`config.mk`:
```
export PLATFORM = sky130hd
export DESIGN_NAME = dma4_ctrl
export DESIGN_NICKNAME = d
export VERILOG_FILES = /design/src/rtl/dma4_pkg.sv /design/src/rtl/dma4_regs.sv /design/src/rtl/dma4_arb.sv /design/src/rtl/dma4_seq.sv /design/src/rtl/dma4_ctrl.sv
export SDC_FILE = /design/constraint.sdc
export NUM_CORES = 1
export LEC_CHECK = 0
export BUFFER_PORTS_ARGS = -buffer_cell sky130_fd_sc_hd__buf_2
export CAP_MARGIN = 10
export CORE_MARGIN = 2
export CORE_UTILIZATION = 55
export DETAILED_ROUTE_END_ITERATION = 6
export PLACE_DENSITY = 0.73
export RECOVER_POWER = 100
export SLEW_MARGIN = 20
export SYNTH_ARGS = -nofsm -noshare
export SYNTH_HDL_FRONTEND = slang
export SYNTH_SLANG_ARGS = --single-unit
```
`constraint.sdc`:
```
create_clock -name clk -period 3.9 [get_ports clk]
set_input_delay 0.39 -clock clk [delete_from_list [all_inputs] [get_ports clk]]
set_output_delay 0.39 -clock clk [all_outputs]
set_load 0.005 [all_outputs]
```
`src/rtl/dma4_pkg.sv`:
```
`timescale 1ns/1ps
// Shared constants and types for the four-channel DMA controller.
// Assumes byte-wide register access and 16-bit channel registers.
package dma4_pkg;
    localparam int CH_NUM    = 4;   // channels
    localparam int WORD_W    = 16;  // address / count width
    localparam int MARK_W    = 7;   // marker period = 2**MARK_W transfers
    localparam logic [3:0] SEL_CTRL = 4'b1000;

    typedef enum logic [1:0] {
        ST_IDLE = 2'd0,
        ST_ADDR = 2'd1,
        ST_XFER = 2'd2,
        ST_DONE = 2'd3
    } xfer_state_t;
endpackage

```
`src/rtl/dma4_regs.sv`:
```
`timescale 1ns/1ps
// Register file: per-channel address, count and marker progress,
// the shared control byte and the low/high byte pointer.
// Assumes slave accesses and transfer updates never coincide
// (slave access is gated off while the bus is granted).
module dma4_regs
    import dma4_pkg::*;
#(
    parameter int NCH = CH_NUM,
    parameter int MW  = MARK_W
) (
    input  logic                       clk,
    input  logic                       rst_n,
    input  logic                       wr_en,
    input  logic                       rd_en,
    input  logic [3:0]                 sel,
    input  logic [7:0]                 wdata,
    input  logic                       upd,
    input  logic [$clog2(NCH)-1:0]     upd_ch,
    output logic [7:0]                 rdata,
    output logic [7:0]                 ctrl,
    output logic [NCH-1:0][WORD_W-1:0] ch_addr,
    output logic [NCH-1:0][WORD_W-1:0] ch_cnt,
    output logic [NCH-1:0][MW-1:0]     ch_prog
);
    localparam int CW = $clog2(NCH);

    logic              ptr_q;
    logic [7:0]        ctrl_q;
    logic              is_ctrl, is_chan;
    logic [CW-1:0]     sch;
    logic [WORD_W-1:0] word;

    assign is_ctrl = (sel == SEL_CTRL);
    assign is_chan = ~sel[3];
    assign sch     = sel[CW:1];
    assign ctrl    = ctrl_q;

    // byte pointer: toggles per channel access, cleared by a control write
    always_ff @(posedge clk) begin
        if (!rst_n)                        ptr_q <= 1'b0;
        else if (wr_en && is_ctrl)         ptr_q <= 1'b0;
        else if ((wr_en || rd_en) && is_chan) ptr_q <= ~ptr_q;
    end

    // control byte: software writes, enable cleared on terminal count
    always_ff @(posedge clk) begin
        if (!rst_n) ctrl_q <= '0;
        else begin
            if (wr_en && is_ctrl) ctrl_q <= wdata;
            if (upd && ch_cnt[upd_ch] == '0) ctrl_q[upd_ch] <= 1'b0;
        end
    end

    for (genvar c = 0; c < NCH; c++) begin : g_ch
        logic hit;
        assign hit = wr_en && is_chan && (sch == CW'(c));
        // channel registers: step on completion, else byte-wise load
        always_ff @(posedge clk) begin
            if (!rst_n) begin
                ch_addr[c] <= '0;
                ch_cnt[c]  <= '0;
                ch_prog[c] <= '0;
            end else if (upd && upd_ch == CW'(c)) begin
                ch_addr[c] <= ch_addr[c] + WORD_W'(1);
                ch_cnt[c]  <= ch_cnt[c] - WORD_W'(1);
                ch_prog[c] <= ch_prog[c] + MW'(1);
            end else if (hit) begin
                if (!sel[0]) begin
                    if (ptr_q) ch_addr[c][15:8] <= wdata;
                    else       ch_addr[c][7:0]  <= wdata;
                end else if (ptr_q) begin
                    ch_cnt[c][15:8] <= wdata;
                    ch_prog[c]      <= '0;
                end else begin
                    ch_cnt[c][7:0]  <= wdata;
                end
            end
        end
    end

    // read mux: selected byte of the addressed register
    always_comb begin
        rdata = '0;
        word  = sel[0] ? ch_cnt[sch] : ch_addr[sch];
        if (is_ctrl)      rdata = ctrl_q;
        else if (is_chan) rdata = ptr_q ? word[15:8] : word[7:0];
    end


    tc_disable_chk: assert property (@(posedge clk) disable iff (!rst_n)
        (upd && ch_cnt[upd_ch] == '0) |=> !ctrl_q[$past(upd_ch)]);


    ptr_clear_chk: assert property (@(posedge clk) disable iff (!rst_n)
        (wr_en && is_ctrl) |=> !ptr_q);
endmodule

```
`src/rtl/dma4_arb.sv`:
```
`timescale 1ns/1ps
// Fixed-priority arbiter: the lowest-numbered pending channel wins.
// Assumes the pending vector is already masked by channel enables.
module dma4_arb #(
    parameter int NCH = dma4_pkg::CH_NUM
) (
    input  logic [NCH-1:0]         pend,
    output logic                   valid,
    output logic [$clog2(NCH)-1:0] idx
);
    localparam int CW = $clog2(NCH);

    // scan from the lowest-priority end so the lowest index wins last
    always_comb begin
        valid = 1'b0;
        idx   = '0;
        for (int i = NCH - 1; i >= 0; i--) begin
            if (pend[i]) begin
                valid = 1'b1;
                idx   = CW'(i);
            end
        end
    end
endmodule

```
`src/rtl/dma4_seq.sv`:
```
`timescale 1ns/1ps
// Transfer sequencer: bus request handshake and the
// idle / address / strobe / completion cycle of each transfer.
// Assumes hlda stays high until hrq falls.
module dma4_seq
    import dma4_pkg::*;
#(
    parameter int NCH = CH_NUM
) (
    input  logic                   clk,
    input  logic                   rst_n,
    input  logic                   hlda,
    input  logic                   ready,
    input  logic                   req_valid,
    input  logic [$clog2(NCH)-1:0] req_idx,
    input  logic                   to_mem,
    input  logic                   last,
    input  logic                   mark_hit,
    output logic [$clog2(NCH)-1:0] ch_q,
    output logic                   adstb,
    output logic [NCH-1:0]         dack_n,
    output logic                   hrq,
    output logic                   aen,
    output logic                   mem_rd_n,
    output logic                   mem_wr_n,
    output logic                   io_rd_n,
    output logic                   io_wr_n,
    output logic                   tc,
    output logic                   mark,
    output logic                   upd
);
    xfer_state_t st;
    logic        in_x;

    // state walk and channel capture at cycle start
    always_ff @(posedge clk) begin
        if (!rst_n) begin
            st   <= ST_IDLE;
            ch_q <= '0;
        end else begin
            unique case (st)
                ST_IDLE: if (hlda && req_valid) begin
                    st   <= ST_ADDR;
                    ch_q <= req_idx;
                end
                ST_ADDR: st <= ST_XFER;
                ST_XFER: if (ready) st <= ST_DONE;
                ST_DONE: st <= ST_IDLE;
            endcase
        end
    end

    assign in_x     = (st == ST_XFER);
    assign adstb    = (st == ST_ADDR);
    assign aen      = (st != ST_IDLE);
    assign hrq      = aen || req_valid;
    assign upd      = (st == ST_DONE);
    assign mem_wr_n = !(in_x && to_mem);
    assign io_rd_n  = !(in_x && to_mem);
    assign mem_rd_n = !(in_x && !to_mem);
    assign io_wr_n  = !(in_x && !to_mem);
    assign tc       = in_x && last;
    assign mark     = in_x && mark_hit;

    // acknowledge of the active channel over address and strobe phases
    always_comb begin
        dack_n = '1;
        if (adstb || in_x) dack_n[ch_q] = 1'b0;
    end


    start_after_grant_chk: assert property (@(posedge clk) disable iff (!rst_n)
        adstb |-> $past(hlda));


    addr_then_strobe_chk: assert property (@(posedge clk) disable iff (!rst_n)
        adstb |=> (!mem_rd_n || !mem_wr_n));


    ready_hold_chk: assert property (@(posedge clk) disable iff (!rst_n)
        ((!mem_rd_n || !mem_wr_n) && !ready) |=> ((!mem_rd_n || !mem_wr_n) && $stable(dack_n)));
endmodule

```
`src/rtl/dma4_ctrl.sv`:
```
`timescale 1ns/1ps
// Four-channel DMA controller top: slave register port, fixed-priority
// arbitration and the master-side transfer sequencer.
// Assumes a control byte of 2*NCH bits (NCH = 4).
module dma4_ctrl
    import dma4_pkg::*;
#(
    parameter int NCH = CH_NUM
) (
    input  logic           clk,
    input  logic           rst_n,
    input  logic           cs_n,
    input  logic           rd_n,
    input  logic           wr_n,
    input  logic [3:0]     sel,
    input  logic [7:0]     data_in,
    output logic [7:0]     data_out,
    output logic           data_oe,
    input  logic [NCH-1:0] dreq,
    output logic [NCH-1:0] dack_n,
    output logic           hrq,
    input  logic           hlda,
    input  logic           ready,
    output logic [7:0]     addr_out,
    output logic           adstb,
    output logic           aen,
    output logic           mem_rd_n,
    output logic           mem_wr_n,
    output logic           io_rd_n,
    output logic           io_wr_n,
    output logic           tc,
    output logic           mark
);
    localparam int CW = $clog2(NCH);

    logic                       sl_wr, sl_rd, upd, req_valid;
    logic [7:0]                 rdata, ctrl;
    logic [CW-1:0]              req_idx, ch_q;
    logic [NCH-1:0]             pend, low_mask;
    logic [NCH-1:0][WORD_W-1:0] ch_addr, ch_cnt;
    logic [NCH-1:0][MARK_W-1:0] ch_prog;
    logic [WORD_W-1:0]          cur_addr;

    assign sl_wr    = !cs_n && !wr_n && !hlda;
    assign sl_rd    = !cs_n && !rd_n && !hlda;
    assign pend     = dreq & ctrl[NCH-1:0];
    assign cur_addr = ch_addr[ch_q];

    dma4_regs #(.NCH(NCH), .MW(MARK_W)) u_regs (
        .clk(clk), .rst_n(rst_n), .wr_en(sl_wr), .rd_en(sl_rd),
        .sel(sel), .wdata(data_in), .upd(upd), .upd_ch(ch_q),
        .rdata(rdata), .ctrl(ctrl), .ch_addr(ch_addr),
        .ch_cnt(ch_cnt), .ch_prog(ch_prog)
    );

    dma4_arb #(.NCH(NCH)) u_arb (
        .pend(pend), .valid(req_valid), .idx(req_idx)
    );

    dma4_seq #(.NCH(NCH)) u_seq (
        .clk(clk), .rst_n(rst_n), .hlda(hlda), .ready(ready),
        .req_valid(req_valid), .req_idx(req_idx),
        .to_mem(ctrl[NCH + int'(ch_q)]), .last(ch_cnt[ch_q] == '0),
        .mark_hit(&ch_prog[ch_q]), .ch_q(ch_q), .adstb(adstb),
        .dack_n(dack_n), .hrq(hrq), .aen(aen), .mem_rd_n(mem_rd_n),
        .mem_wr_n(mem_wr_n), .io_rd_n(io_rd_n), .io_wr_n(io_wr_n),
        .tc(tc), .mark(mark), .upd(upd)
    );

    // data port: high address byte in the address cycle, else register read
    always_comb begin
        data_out = '0;
        if (adstb)      data_out = cur_addr[15:8];
        else if (sl_rd) data_out = rdata;
    end
    assign data_oe  = adstb || sl_rd;
    assign addr_out = aen ? cur_addr[7:0] : 8'h00;
    assign low_mask = (NCH'(1) << ch_q) - NCH'(1);


    fixed_prio_chk: assert property (@(posedge clk) disable iff (!rst_n)
        adstb |-> (($past(pend) & low_mask) == '0));
endmodule

```
# After elaboration in Yosys (flattened, before gate mapping)
# Cells that the tools add are included.
# word_totals
n_memories,0
in_bits,23
mem_bits_ro,0
ff_bits,169
ramBits,0
elab_cells,209
latch_bits,0
out_inout_bits,30
# op_classes
mul,0
n_div,0
muxes,69
add_sub_neg,13
n_lt_le_gt_ge,5
n_eq_ne,20
n_bitwise,7
shifts,0
n_reduce_logical,71
# op_table
operator,count
$mux W16,23
$bmux W16 S2,4
$mux W8,11
$mux W7,11
$add A16 B1 Y16 const B,4
$sub A16 B1 Y16 const B,4
$reduce_and A3 Y1,16
$add A7 B1 Y7 const B,4
$reduce_bool A2 Y1,13
$logic_and A1 B1 Y1,23
$logic_not A16 Y1,1
$bmux W7 S2,1
$eq A2 B2 Y1 const B,6
$mux W2,6
$ne A2 B1 Y1 const B,5
$ne A2 B2 Y1 const B,5
$and A8 B8 Y8,1
$mux W1,8
$not A4 Y8,1
$pmux W2 S4,1
$logic_not A1 Y1,7
$reduce_and A7 Y1,1
$eq A2 B1 Y1 const B,3
$logic_not A2 Y1,3
15 further kinds,23

# Logic depth before layout (Yosys ltp)
# logic_depth
depth_word,8
ltp_mapped,9
mapped_depth_nobuf,7

# Cells and area by module
# Synthesis repeated with hierarchy kept, for this count alone.
# hier_totals
cells_unflattened,1396
area_unflattened_um2,11637.4
# by_module_without_submodules
mod,cells_each,n_inst,seq_area_each_um2,area_each_um2
dma4_regs,1249,1,3303.2,10364.9
dma4_ctrl,103,1,0.0,894.6
dma4_seq,37,1,80.1,342.8
dma4_arb,7,1,0.0,35.0

# Worst setup path before layout
# No wires, ideal clock.
# synth_path
path_kind,flip-flop to output port
start,register u_regs.ch_cnt[57] (netlist name)
end,output port tc
path_stages_with_launch,6
required_time_ns,3.510
setup_slack_ns,1.546
n_path_buf,0
arrival_time_ns,1.964
cell_sequence,dfxtp_1 > or4_4 > or4_1 > nor3_1 > nand4b_1 > a31oi_1
# synth_between
elab_chain_len,4
# synth_rtl
element,line_no,text
start: declaration,dma4_regs.sv:23,"output logic [NCH-1:0][WORD_W-1:0] ch_cnt,"
start signal: indexed assignment,dma4_regs.sv:66,ch_cnt[c] <= ch_cnt[c] - WORD_W'(1);
start signal: indexed assignment,dma4_regs.sv:73,ch_cnt[c][15:8] <= wdata;
start signal: indexed assignment,dma4_regs.sv:76,ch_cnt[c][7:0] <= wdata;
$bmux W16 S2,dma4_ctrl.sv:63,".to_mem(ctrl[NCH + int'(ch_q)]), .last(ch_cnt[ch_q] == '0),"
$mux W16 (implied by the code),dma4_ctrl.sv:63,
$logic_not A16 Y1,dma4_ctrl.sv:63,
$logic_and A1 B1 Y1,dma4_seq.sv:62,assign tc = in_x && last;
end: declaration,dma4_ctrl.sv:31,"output logic tc,"
# Every way passes these cells. The select of a mux whose other input is x is not followed.

# Worst setup path after layout
# layout_path
start,register u_seq.ch_q[1]
end,register u_regs.ch_addr[6] (netlist name)
# layout_between
elab_chain_len,4
elab_cells_between_ends,7
# layout_rtl
element,line_no,text
start: declaration,dma4_seq.sv:19,"output logic [$clog2(NCH)-1:0] ch_q,"
start signal: assignment,dma4_seq.sv:44,ch_q <= req_idx;
$logic_not A2 Y1 *,dma4_regs.sv:64,end else if (upd && upd_ch == CW'(c)) begin
$logic_and A1 B1 Y1 *,dma4_regs.sv:64,
"$ne A2 B1 Y1 (no line), or another cell as far along",n/a,
$reduce_and A3 Y1 (no line),n/a,
end signal: indexed assignment,dma4_regs.sv:65,ch_addr[c] <= ch_addr[c] + WORD_W'(1);
end signal: indexed assignment,dma4_regs.sv:70,if (ptr_q) ch_addr[c][15:8] <= wdata;
end signal: indexed assignment,dma4_regs.sv:71,else ch_addr[c][7:0] <= wdata;
end: declaration,dma4_regs.sv:22,"output logic [NCH-1:0][WORD_W-1:0] ch_addr,"
# Mark *: on every way between the ends. The rest lies on a longest branch, timed or not.
# A chain may end at the register's enable or synchronous reset.

==> run metrics <==
number of diodes 0; core box area 0.0202 mm²; GRT Total Usage 0.378; worst skew pair latency 0.45 ns; Final TNS setup 0 ns; Synth top area share 0.300; CP Max Fanout 39; Avg Vias per Cell 7.15; Area contributors post-synth dfxtp_1, mux4_2, a21oi_1, nor2_1, nand2_1; full die area 0.0217 mm²; synthesis-stage register bit count 169; vias in the first global route 10790; slowest CP cell or3b_1; row count 52; Netlist cell types 81; first-pass GRT wire length 63300 µm; DR DRC count 0; max_cap viols 1; CTS root buffer clkbuf_16; slowest stage delay, CP 1.12 ns; most frequent cell after synthesis dfxtp_1; grt total ovfl 0; via count 12033; top cell type by total area after synthesis dfxtp_1; post-route design area 0.0122 mm²; clk_skew 0.00930 ns; final core occ 0.607; Final #Nets 1439; Max transition margin -0.465; antenna-violating nets left 0; WS Path Type flop to flop; clock buffer depth 2; initial core utilization 0.559; PD cells 324 mW/mm²; DP Area 0.0117 mm²; Starting DRT DRC Count 1826; RSZ-0062 raised after global routing no; postcts setup bufs 0; Post-synth ARST share 0; startpoint types flop; Post-synth EDFFs 0; # port buffers 52; fmax 303 MHz; Post-Syn Area 0.0113 mm²; min Tclk post-route 3.30 ns; fill cell count 1824; P&R area growth vs syn 8.50%; failing checks capacitance limit, slew limit; dpl cells 1651; post-synthesis sequential area ratio 0.300; Arr. time, crit path 3.64 ns; Post-Route WL 41700 µm; Mapped Avg Cell Area 8.06 µm²; Tcrit/Tclk final 0.847; CP delay by family, top simple AND/OR/NAND/NOR gates; antenna violations before repair 1; sequence of cells on the critical path or3b_1, o21ai_1, and3_1, a31o_2; Die W 147 µm; final setup vio count 0; fin cells 1683; Hold Path Class input port to flop; First-pass DRT Iterations 6; CP Data Required Time 4.24 ns; cts repair resizes 0; actual slew at the worst max-slew pin 2.20 ns; detailed-route wire length per cell 24.8 µm; Detailed Place HPWL 29800 µm; Max Slew Vio Count 41; largest net degree at the start of global routing 62; Top FF cell, synth dfxtp_1; Post-Syn Nets 1437; H-tree depth 4; Syn. warnings 0; Leak Pwr 0.00423 µW; CTS buffer count 17; clk sinks 169; CTS tree done; Fin. Hold Viols 0; die height 147 µm; GP Congestion 1.03; Gate Count Post-Synth 1398; Setup crit end kind flop; synth cell count leaders dfxtp_1, nor2_1, nand2_1; worst vdd ir 273 µV; fraction of layout cells with a size suffix above 1 0.117; I/O Pins 53; CTS clock-pin slew for the worst setup and hold paths 0.07 ns; Buf+Inv Stages, Crit Path 0; status complete, but fails checks; Hold Buf Count CTS 0
==> where the power goes <==
group / switching (µW) / internal (µW)
logic: 227 / 90.0
clock network: 849 / 1060
registers: 11.5 / 1730
==> layout by cell type (no fill, tap or decap), types with 12 or more instances in the layout <==
cell         n
dfxtp_1    167
nor2_1     148
nand2_1    123
a21oi_1    121
o21ai_0     74
nor3_1      58
nand3_1     53
mux4_2      41
mux2i_1     40
buf_2       40
nand4_1     32
o31ai_1     25
or3_1       24
nor4_1      24
a211oi_1    24
and3_1      22
inv_1       21
a31oi_1     21
o22ai_1     20
xor2_1      19
o211ai_1    17
clkbuf_16   17
buf_4       17
ha_1        16
nand2b_1    14
o21a_1      14
clkbuf_1    13
or4_1       12
a311oi_1    12
==> cell families (layout without fill, tap and decap cells) <==
group,Yosys count,after routing,synth area share
DFF,169,169,0.300
buffers and inverters,112,127,0.0406
adders and majority gates,16,16,0.0178
and+or+nand+nor,580,580,0.262
muxes,83,83,0.119
xor gates and xnor gates,21,21,0.0163
AOI/OAI and AO/OA,417,417,0.244
==> routing by layer <==
layer | global-route usage | part of all wire
met2 | 0.567 | 0.43
met5 | 0 | 0
met3 | 0.0944 | 0.13
met4 | 0.159 | 0.045
met1 | 0.521 | 0.40
==> final timing paths <==
check,slack (ns),cells after the start,endpoint,start
min,0.29,2,u_seq.ch_q[1],hlda
min reg2reg,0.50,2,u_regs.ch_prog[20],u_regs.ch_prog[20]
max,0.60,4,u_regs.ch_addr[6],u_seq.ch_q[1]
max reg2reg,0.60,4,u_regs.ch_addr[6],u_seq.ch_q[1]
==> through the flow <==
stage	setup slack, ns	total power, µW	hold WS (ns)
final	0.599	3970	0.288
after floorplan	1.55	1970	0.452
after detailed placement	0.903	2090	0.485
after global routing	0.287	4050	0.295
after CTS	0.720	3960	0.284
after global placement	0.706	2090	0.477
==> flip-flops by register name, summed over array words and instances, names as in the netlist <==
signal,count
u_regs.ch_prog,28
u_seq.ch_q,2
u_regs.ch_addr,64
u_regs.ctrl,8
u_regs.ch_cnt,64
u_seq.st,2
u_regs.ptr_q,1
==> layout make-up <==
class                   instances  area, µm²  share of cell area
multi-input cells            1117       7390               0.604
flip-flops and latches        169       3390               0.277
clock buffers                  18        439              0.0359
repair buffers                 74        397              0.0324
well taps                     270        338              0.0276
clock inverters                14        201              0.0165
inverters                      21       78.8             0.00644
Note: power is estimated with default switching activity, not from simulation.
